<file path="src/rtl/txp_pkg.sv">
package txp_pkg;
   typedef enum logic [1:0] {
      PAT_DATA  = 2'b00,
      PAT_ALT   = 2'b01,
      PAT_MARK  = 2'b10,
      PAT_SPACE = 2'b11
   } pat_e;

   typedef struct packed {
      pat_e pat;
      logic byp;
   } txp_cfg_t;
endpackage

</file>
<file path="src/rtl/txp_cfg.sv">
module txp_cfg
   import txp_pkg::*;
(
   input  logic       clk,
   input  logic       rst,
   input  logic       cfg_wr,
   input  logic [1:0] cfg_pat,
   input  logic       cfg_byp,
   output txp_cfg_t   cfg
);
   always_ff @(posedge clk) begin
      if (rst) begin
         cfg.pat <= PAT_DATA;
         cfg.byp <= 1'b0;
      end else if (cfg_wr) begin
         cfg.pat <= pat_e'(cfg_pat);
         cfg.byp <= cfg_byp;
      end
   end

   AST_CFG_LOAD: assert property (@(posedge clk) disable iff (rst)
      cfg_wr |=> (cfg.pat == pat_e'($past(cfg_pat)) && cfg.byp == $past(cfg_byp)));
   AST_CFG_RESET: assert property (@(posedge clk)
      rst |=> (cfg.pat == PAT_DATA && !cfg.byp));
endmodule

</file>
<file path="src/rtl/txp_patsel.sv">
module txp_patsel
   import txp_pkg::*;
(
   input  logic clk,
   input  logic rst,
   input  logic bit_en,
   input  logic restart,
   input  pat_e pat,
   input  logic txd_in,
   output logic sel_bit
);
   logic alt_phase;

   always_comb begin
      unique case (pat)
         PAT_DATA:  sel_bit = txd_in;
         PAT_ALT:   sel_bit = alt_phase;
         PAT_MARK:  sel_bit = 1'b1;
         PAT_SPACE: sel_bit = 1'b0;
         default:   sel_bit = txd_in;
      endcase
   end

   always_ff @(posedge clk) begin
      if (rst || restart)
         alt_phase <= 1'b1;
      else if (bit_en && pat == PAT_ALT)
         alt_phase <= ~alt_phase;
   end

   AST_ALT_TOGGLE: assert property (@(posedge clk) disable iff (rst)
      (bit_en && !restart && pat == PAT_ALT) |=> (alt_phase != $past(alt_phase)));
   AST_ALT_RESTART: assert property (@(posedge clk)
      (rst || restart) |=> alt_phase);
endmodule

</file>
<file path="src/rtl/txp_scrambler.sv">
module txp_scrambler #(
   parameter int SCR_LEN = 17,
   parameter int SCR_TAP = 14
) (
   input  logic clk,
   input  logic rst,
   input  logic bit_en,
   input  logic byp,
   input  logic din,
   output logic dout
);
   localparam int LAST = SCR_LEN - 1;
   localparam int TAPI = SCR_TAP - 1;

   generate
      if (SCR_TAP < 1 || SCR_TAP >= SCR_LEN) begin : g_bad_taps
         $error("txp_scrambler: SCR_TAP must lie in 1..SCR_LEN-1");
      end
   endgenerate

   logic [LAST:0] hist;
   logic [LAST:0] hist_nxt;
   logic          fb;
   logic          adv;

   assign fb   = din ^ hist[TAPI] ^ hist[LAST];
   assign adv  = bit_en && !byp;
   assign dout = byp ? din : fb;

   assign hist_nxt[0] = fb;
   generate
      for (genvar g = 1; g < SCR_LEN; g++) begin : g_stage
         assign hist_nxt[g] = hist[g-1];
      end
   endgenerate

   always_ff @(posedge clk) begin
      if (rst)
         hist <= '0;
      else if (adv)
         hist <= hist_nxt;
   end

   AST_SCR_FROZEN: assert property (@(posedge clk) disable iff (rst)
      (bit_en && byp) |=> $stable(hist));
   AST_SCR_SHIFT: assert property (@(posedge clk) disable iff (rst)
      (bit_en && !byp) |=> (hist[LAST:1] == $past(hist[LAST-1:0])));
   AST_SCR_CLEAR: assert property (@(posedge clk)
      rst |=> (hist == '0));
endmodule

</file>
<file path="src/rtl/txp_path.sv">
module txp_path
   import txp_pkg::*;
#(
   parameter int SCR_LEN = 17,
   parameter int SCR_TAP = 14
) (
   input  logic       clk,
   input  logic       rst,
   input  logic       bit_en,
   input  logic       txd_in,
   input  logic       cfg_wr,
   input  logic [1:0] cfg_pat,
   input  logic       cfg_byp,
   output logic       tx_out
);
   txp_cfg_t cfg;
   logic     sel_bit;
   logic     scr_bit;

   txp_cfg u_cfg (
      .clk     (clk),
      .rst     (rst),
      .cfg_wr  (cfg_wr),
      .cfg_pat (cfg_pat),
      .cfg_byp (cfg_byp),
      .cfg     (cfg)
   );

   txp_patsel u_pat (
      .clk     (clk),
      .rst     (rst),
      .bit_en  (bit_en),
      .restart (cfg_wr),
      .pat     (cfg.pat),
      .txd_in  (txd_in),
      .sel_bit (sel_bit)
   );

   txp_scrambler #(.SCR_LEN(SCR_LEN), .SCR_TAP(SCR_TAP)) u_scr (
      .clk    (clk),
      .rst    (rst),
      .bit_en (bit_en),
      .byp    (cfg.byp),
      .din    (sel_bit),
      .dout   (scr_bit)
   );

   always_ff @(posedge clk) begin
      if (rst)
         tx_out <= 1'b0;
      else if (bit_en)
         tx_out <= scr_bit;
   end

   AST_OUT_HOLD: assert property (@(posedge clk) disable iff (rst)
      !bit_en |=> $stable(tx_out));
   AST_MARK_BYP: assert property (@(posedge clk) disable iff (rst)
      (bit_en && cfg.byp && cfg.pat == PAT_MARK) |=> tx_out);
   AST_SPACE_BYP: assert property (@(posedge clk) disable iff (rst)
      (bit_en && cfg.byp && cfg.pat == PAT_SPACE) |=> !tx_out);
   AST_DATA_BYP: assert property (@(posedge clk) disable iff (rst)
      (bit_en && cfg.byp && cfg.pat == PAT_DATA) |=> (tx_out == $past(txd_in)));
   AST_OUT_RESET: assert property (@(posedge clk)
      rst |=> !tx_out);
endmodule

</file>
<file path="config.mk">
export PLATFORM = sky130hd
export DESIGN_NAME = txp_path
export DESIGN_NICKNAME = d
export VERILOG_FILES = /design/src/rtl/txp_pkg.sv /design/src/rtl/txp_cfg.sv /design/src/rtl/txp_patsel.sv /design/src/rtl/txp_scrambler.sv /design/src/rtl/txp_path.sv
export SDC_FILE = /design/constraint.sdc
export NUM_CORES = 1
export LEC_CHECK = 0
export ABC_CLOCK_PERIOD_IN_PS = 1070
export BUFFER_PORTS_ARGS = -buffer_cell sky130_fd_sc_hd__buf_2
export CORE_AREA = 5 5 65 67
export CTS_CLUSTER_DIAMETER = 150
export DETAILED_ROUTE_END_ITERATION = 6
export DIE_AREA = 0 0 70 72
export MAX_ROUTING_LAYER = met4
export SLEW_MARGIN = 10
export SYNTH_ARGS = -nofsm -noshare
export SYNTH_HDL_FRONTEND = slang
export SYNTH_SLANG_ARGS = --single-unit
</file>
<file path="constraint.sdc">
create_clock -name clk -period 1.07 [get_ports clk]
set_input_delay 0.0535 -clock clk [delete_from_list [all_inputs] [get_ports clk]]
set_output_delay 0.0535 -clock clk [all_outputs]
set_load 0.01 [all_outputs]
</file>
### After elaboration in Yosys (flattened, before gate mapping)

Cells that the tools add are included.

| word-level totals | value |
|---|---|
| bits in registers | 22 |
| output and inout bits | 1 |
| word-level logic and storage cells | 18 |

| cells by class | value |
|---|---|
| eq/ne operators | 3 |
| muxes and demuxes | 2 |
| bitwise operators | 3 |
| reductions and logical operators | 5 |

Operators by type and width:

| kind | number |
|---|---|
| $eq 2x2->1 const B | 2 |
| $pmux 1 s4 | 1 |
| $eq 2x1->1 const B | 1 |
| $logic_and 1x1->1 | 2 |
| $logic_not 2->1 | 1 |
| $xor 1x1->1 | 2 |
| $logic_not 1->1 | 1 |
| $logic_or 1x1->1 | 1 |
| $mux 1 | 1 |
| $not 1->1 | 1 |

### Logic depth before layout (Yosys ltp)

| logic depth | value |
|---|---|
| depth after elaboration | 5 |
| mapped depth | 5 |

### By module

Synthesis repeated with hierarchy kept, for this count alone.

| unflattened totals | value |
|---|---|
| cell total of the unflattened synthesis | 100 |
| area, all modules | 829.5 um^2 |

Modules (own cells, without submodules):

| module | instances | cells each | area an instance (um^2) | sequential area each (um^2) |
|---|---|---|---|---|
| txp_scrambler | 1 | 80 | 630.6 | 340.3 |
| txp_cfg | 1 | 9 | 101.3 | 60.1 |
| txp_patsel | 1 | 8 | 63.8 | 20.0 |
| txp_path | 1 | 3 | 33.8 | 20.0 |

### Worst setup path before layout

Ideal clock, no wire load.

| timing path | value |
|---|---|
| kind | register to register |
| start point | reg, netlist name u_cfg.cfg[0] |
| end point | reg u_scr.hist[0] |
| data arrival time | 0.865 ns |
| required time | 0.944 ns |
| setup slack | 0.079 ns |
| cell stages (with the launch flop) | 5 |
| clock period less this slack | 0.991 ns |
| path through | dfxtp_1 nand2b_1 buf_4 a211oi_1 nor4_2 |

| on the way | value |
|---|---|
| cells in the longest elaborated chain, start to end | 2 |

RTL lines:

| what | line | source |
|---|---|---|
| $logic_not 1->1 | txp_scrambler.sv:27 | `assign adv = bit_en && !byp;` |
| $logic_and 1x1->1 | txp_scrambler.sv:27 |  |
| end signal, assigned | txp_scrambler.sv:41 | `hist <= hist_nxt;` |
| end, declared | txp_scrambler.sv:21 | `logic [LAST:0] hist;` |

Every way passes these cells.
A chain may end at the register's enable or synchronous reset.

### Worst setup path in the final report

| timing path | value |
|---|---|
| start point | reg, netlist name u_cfg.cfg[2] |
| end point | reg u_pat.alt_phase |

| on the way | value |
|---|---|
| cells in the longest elaborated chain, start to end | 2 |

RTL lines:

| what | line | source |
|---|---|---|
| $eq 2x1->1 | txp_patsel.sv:27 | `else if (bit_en && pat == PAT_ALT)` |
| $logic_and 1x1->1 | txp_patsel.sv:27 |  |
| end signal, assigned | txp_patsel.sv:28 | `alt_phase <= ~alt_phase;` |
| end, declared | txp_patsel.sv:12 | `logic alt_phase;` |

Every way passes these cells.

==> results.json <==
{
  "finalPower_mw": 1.44,
  "post-route-drc-count": 0,
  "drt-vias-per-instance": 4.21,
  "grt_pass1_vias": 651,
  "crit_fanout": 4,
  "detail_route.wl_per_cell_um": 9.80,
  "fp.dieArea_sq_um": 5040,
  "area_growth_pct": 23.7,
  "crit_family": "simple AND/OR/NAND/NOR gates",
  "synth-seq-area-share_pct": 51.5,
  "multi_input_area_sq_um": 402,
  "crit_path_start_kind": "flop",
  "syn_nets": 107,
  "core_sq_um": 3580,
  "cts_tree": "done",
  "status": "complete, but fails checks",
  "whs_endpoint": "u_pat.alt_phase",
  "grt_max_degree": 23,
  "finalCriticalPeriod_ns": 1.08,
  "gp_routability_congestion": 0.706,
  "peakVddDrop_v": 0.000416,
  "setup_ws_ns": -0.00726,
  "clkSlewWorstSetupHoldPaths_ns": 0.11,
  "antenna_found_initial": 0,
  "ys_ff_latch": 22,
  "grt_pass1_wl_mm": 2.66,
  "hold_viol_final": 0,
  "dieWidth_um": 70,
  "reg2regPathDepth": 3,
  "reg2reg_slack_ns": -0.007,
  "overflow": 0,
  "finalCritPeriodShare_pct": 101,
  "cap_violations": 0,
  "final_nets": 122,
  "cts_root_buf": "clkbuf_4",
  "insertedDiodeCount": 0,
  "arrival_ns": 1.27,
  "fin_area_sq_um": 1060,
  "wl_mm": 1.58,
  "min_path_cells": 2,
  "final.fill_count": 378,
  "final_common_cell": "nand2_1",
  "drt_iter0_markers": 26,
  "relSlewSlack_pct": 73.3,
  "numPlacedInstances": 153,
  "dieHeight_um": 72,
  "rows": 22,
  "cts-buffers-inserted": 3,
  "dpl-instance-area_sq_um": 945,
  "tightest_slew_ns": 0.400,
  "drtAntennaViolNets": 0,
  "cellLeakagePower_nw": 0.372,
  "detail_route.first_pass.iterations": 4,
  "htree_levels": 1,
  "fin_cells": 161,
  "cp_slowest_cell": "dfxtp_2",
  "hp-start": "cfg_wr",
  "crit_required_ns": 1.26,
  "syn-instance-count": 99,
  "hpwl_mm": 1.11,
  "place.port_buffers": 8,
  "path_cells": "nand3b_1 -> xnor2_1 -> or3_1",
  "min_path_type": "input port to flop",
  "hold_ws_ns": 0.0425,
  "avgSynthCellArea_sq_um": 8.64,
  "drive_above_1_share_pct": 24.8,
  "p_per_area_nw_per_um2": 1360,
  "start_util_pct": 23.9,
  "timing.rr.start": "u_cfg.cfg[2]",
  "violations": "negative setup slack",
  "critical_path_buf_inv_count": 0,
  "regToRegEndpoint": "u_pat.alt_phase",
  "yosysWarnings": 0,
  "drv_slew": 0,
  "slowest_delay_ns": 0.35,
  "end_kind": "flop",
  "crit_type": "flop to flop",
  "track_usage_pct": 6.65,
  "rsz0062_at_grt": "yes",
  "synthesis.area_sq_um": 856,
  "vias": 678,
  "regArea_sq_um": 447,
  "yosysUniqueCellTypes": 21,
  "cts.sinks": 22,
  "worstSkewPairLatency_ns": 0.30,
  "layout_common_cells": "nand2_1, dfxtp_1, a21oi_1, buf_2",
  "ios": 9,
  "setup_viol": 1,
  "fmax_mhz": 928,
  "cts_buffer_depth": 2,
  "fin_worst_skew_ns": 0.00266
}
-- Yosys cell counts --
cell type	number	area share [%]
nand2_1	32	14
dfxtp_1	22	51
a21oi_1	16	9.4
nor2_1	5	2.2
buf_4	3	2.6
mux2i_1	3	3.5
clkbuf_1	2	0.88
nand3b_1	2	1.8
xnor2_1	2	2.0
a211oi_1	1	0.88
a311oi_1	1	1.0
and4_4	1	1.3
buf_6	1	1.3
nand2b_1	1	0.73
nand4b_1	1	1.0
nor2b_1	1	0.73
nor4_2	1	1.5
o21bai_1	1	0.88
o2bb2ai_1	1	1.0
or3_1	1	0.73
xor2_1	1	1.0
-- through the flow --
stage	setup TNS, ns	worst slack, ns	utilization, %
floorplan	0	0.0790	-
global placement	0	0.0517	26.4
detailed placement	0	0.00416	26.4
CTS	-0.00878	-0.00878	28.9
global route	-0.134	-0.0548	29.6
finish	-0.00726	-0.00726	29.6
-- cell families after synthesis --
kind of cell | after synthesis | share of synthesized area, %
DFF | 22 | 51.5
AOI/OAI and AO/OA | 20 | 13.2
muxes | 3 | 3.51
xor gates and xnor gates | 3 | 3.07
buffers and inverters | 6 | 4.82
and+or+nand+nor | 45 | 24.0
-- cell type report --
cell class,instances,share of cell area (%)
sequential,22,42.2
multi-input combinational,71,37.9
timing repair buffer,16,10.8
tap,48,5.67
clock buffer,4,3.43
-- what timing repair did --
item	4_1_cts	5_1_grt
hold endpoints to repair	4	0
buffers inserted	0	0
hold buffers	4	0
setup endpoints to repair	3	19
pin swaps	0	1
gates resized for setup	3	8
-- flip-flops by register name, summed over array words and instances (netlist names) --
signal,cells
tx_out,1
u_cfg.cfg,3
u_pat.alt_phase,1
u_scr.hist,17
-- power breakdown --
group	switching [mW]	internal (mW)
registers	0.0123	0.837
logic	0.0755	0.0700
clock network	0.236	0.207
total	0.324	1.11
-- worst max path at each step --
stage               slack (ns)  cells after the start         endpoint      startpoint
floorplan                 0.08                      4    u_scr.hist[0]    u_cfg.cfg[0]
global placement          0.05                      3           tx_out    u_cfg.cfg[2]
detailed placement       0.004                      3           tx_out  u_scr.hist[13]
CTS                     -0.009                      3  u_pat.alt_phase    u_cfg.cfg[2]
global route             -0.05                      3    u_scr.hist[0]    u_cfg.cfg[1]
finish                  -0.007                      3  u_pat.alt_phase    u_cfg.cfg[2]
-- per-layer routing --
layer  routed length (um)  GRT usage, %
met1                  706          6.88
met2                  835          11.9
met3                   30          1.66
met4                    6          3.19
met5                    0             -
No activity file was read; power rests on OpenSTA's default activity.
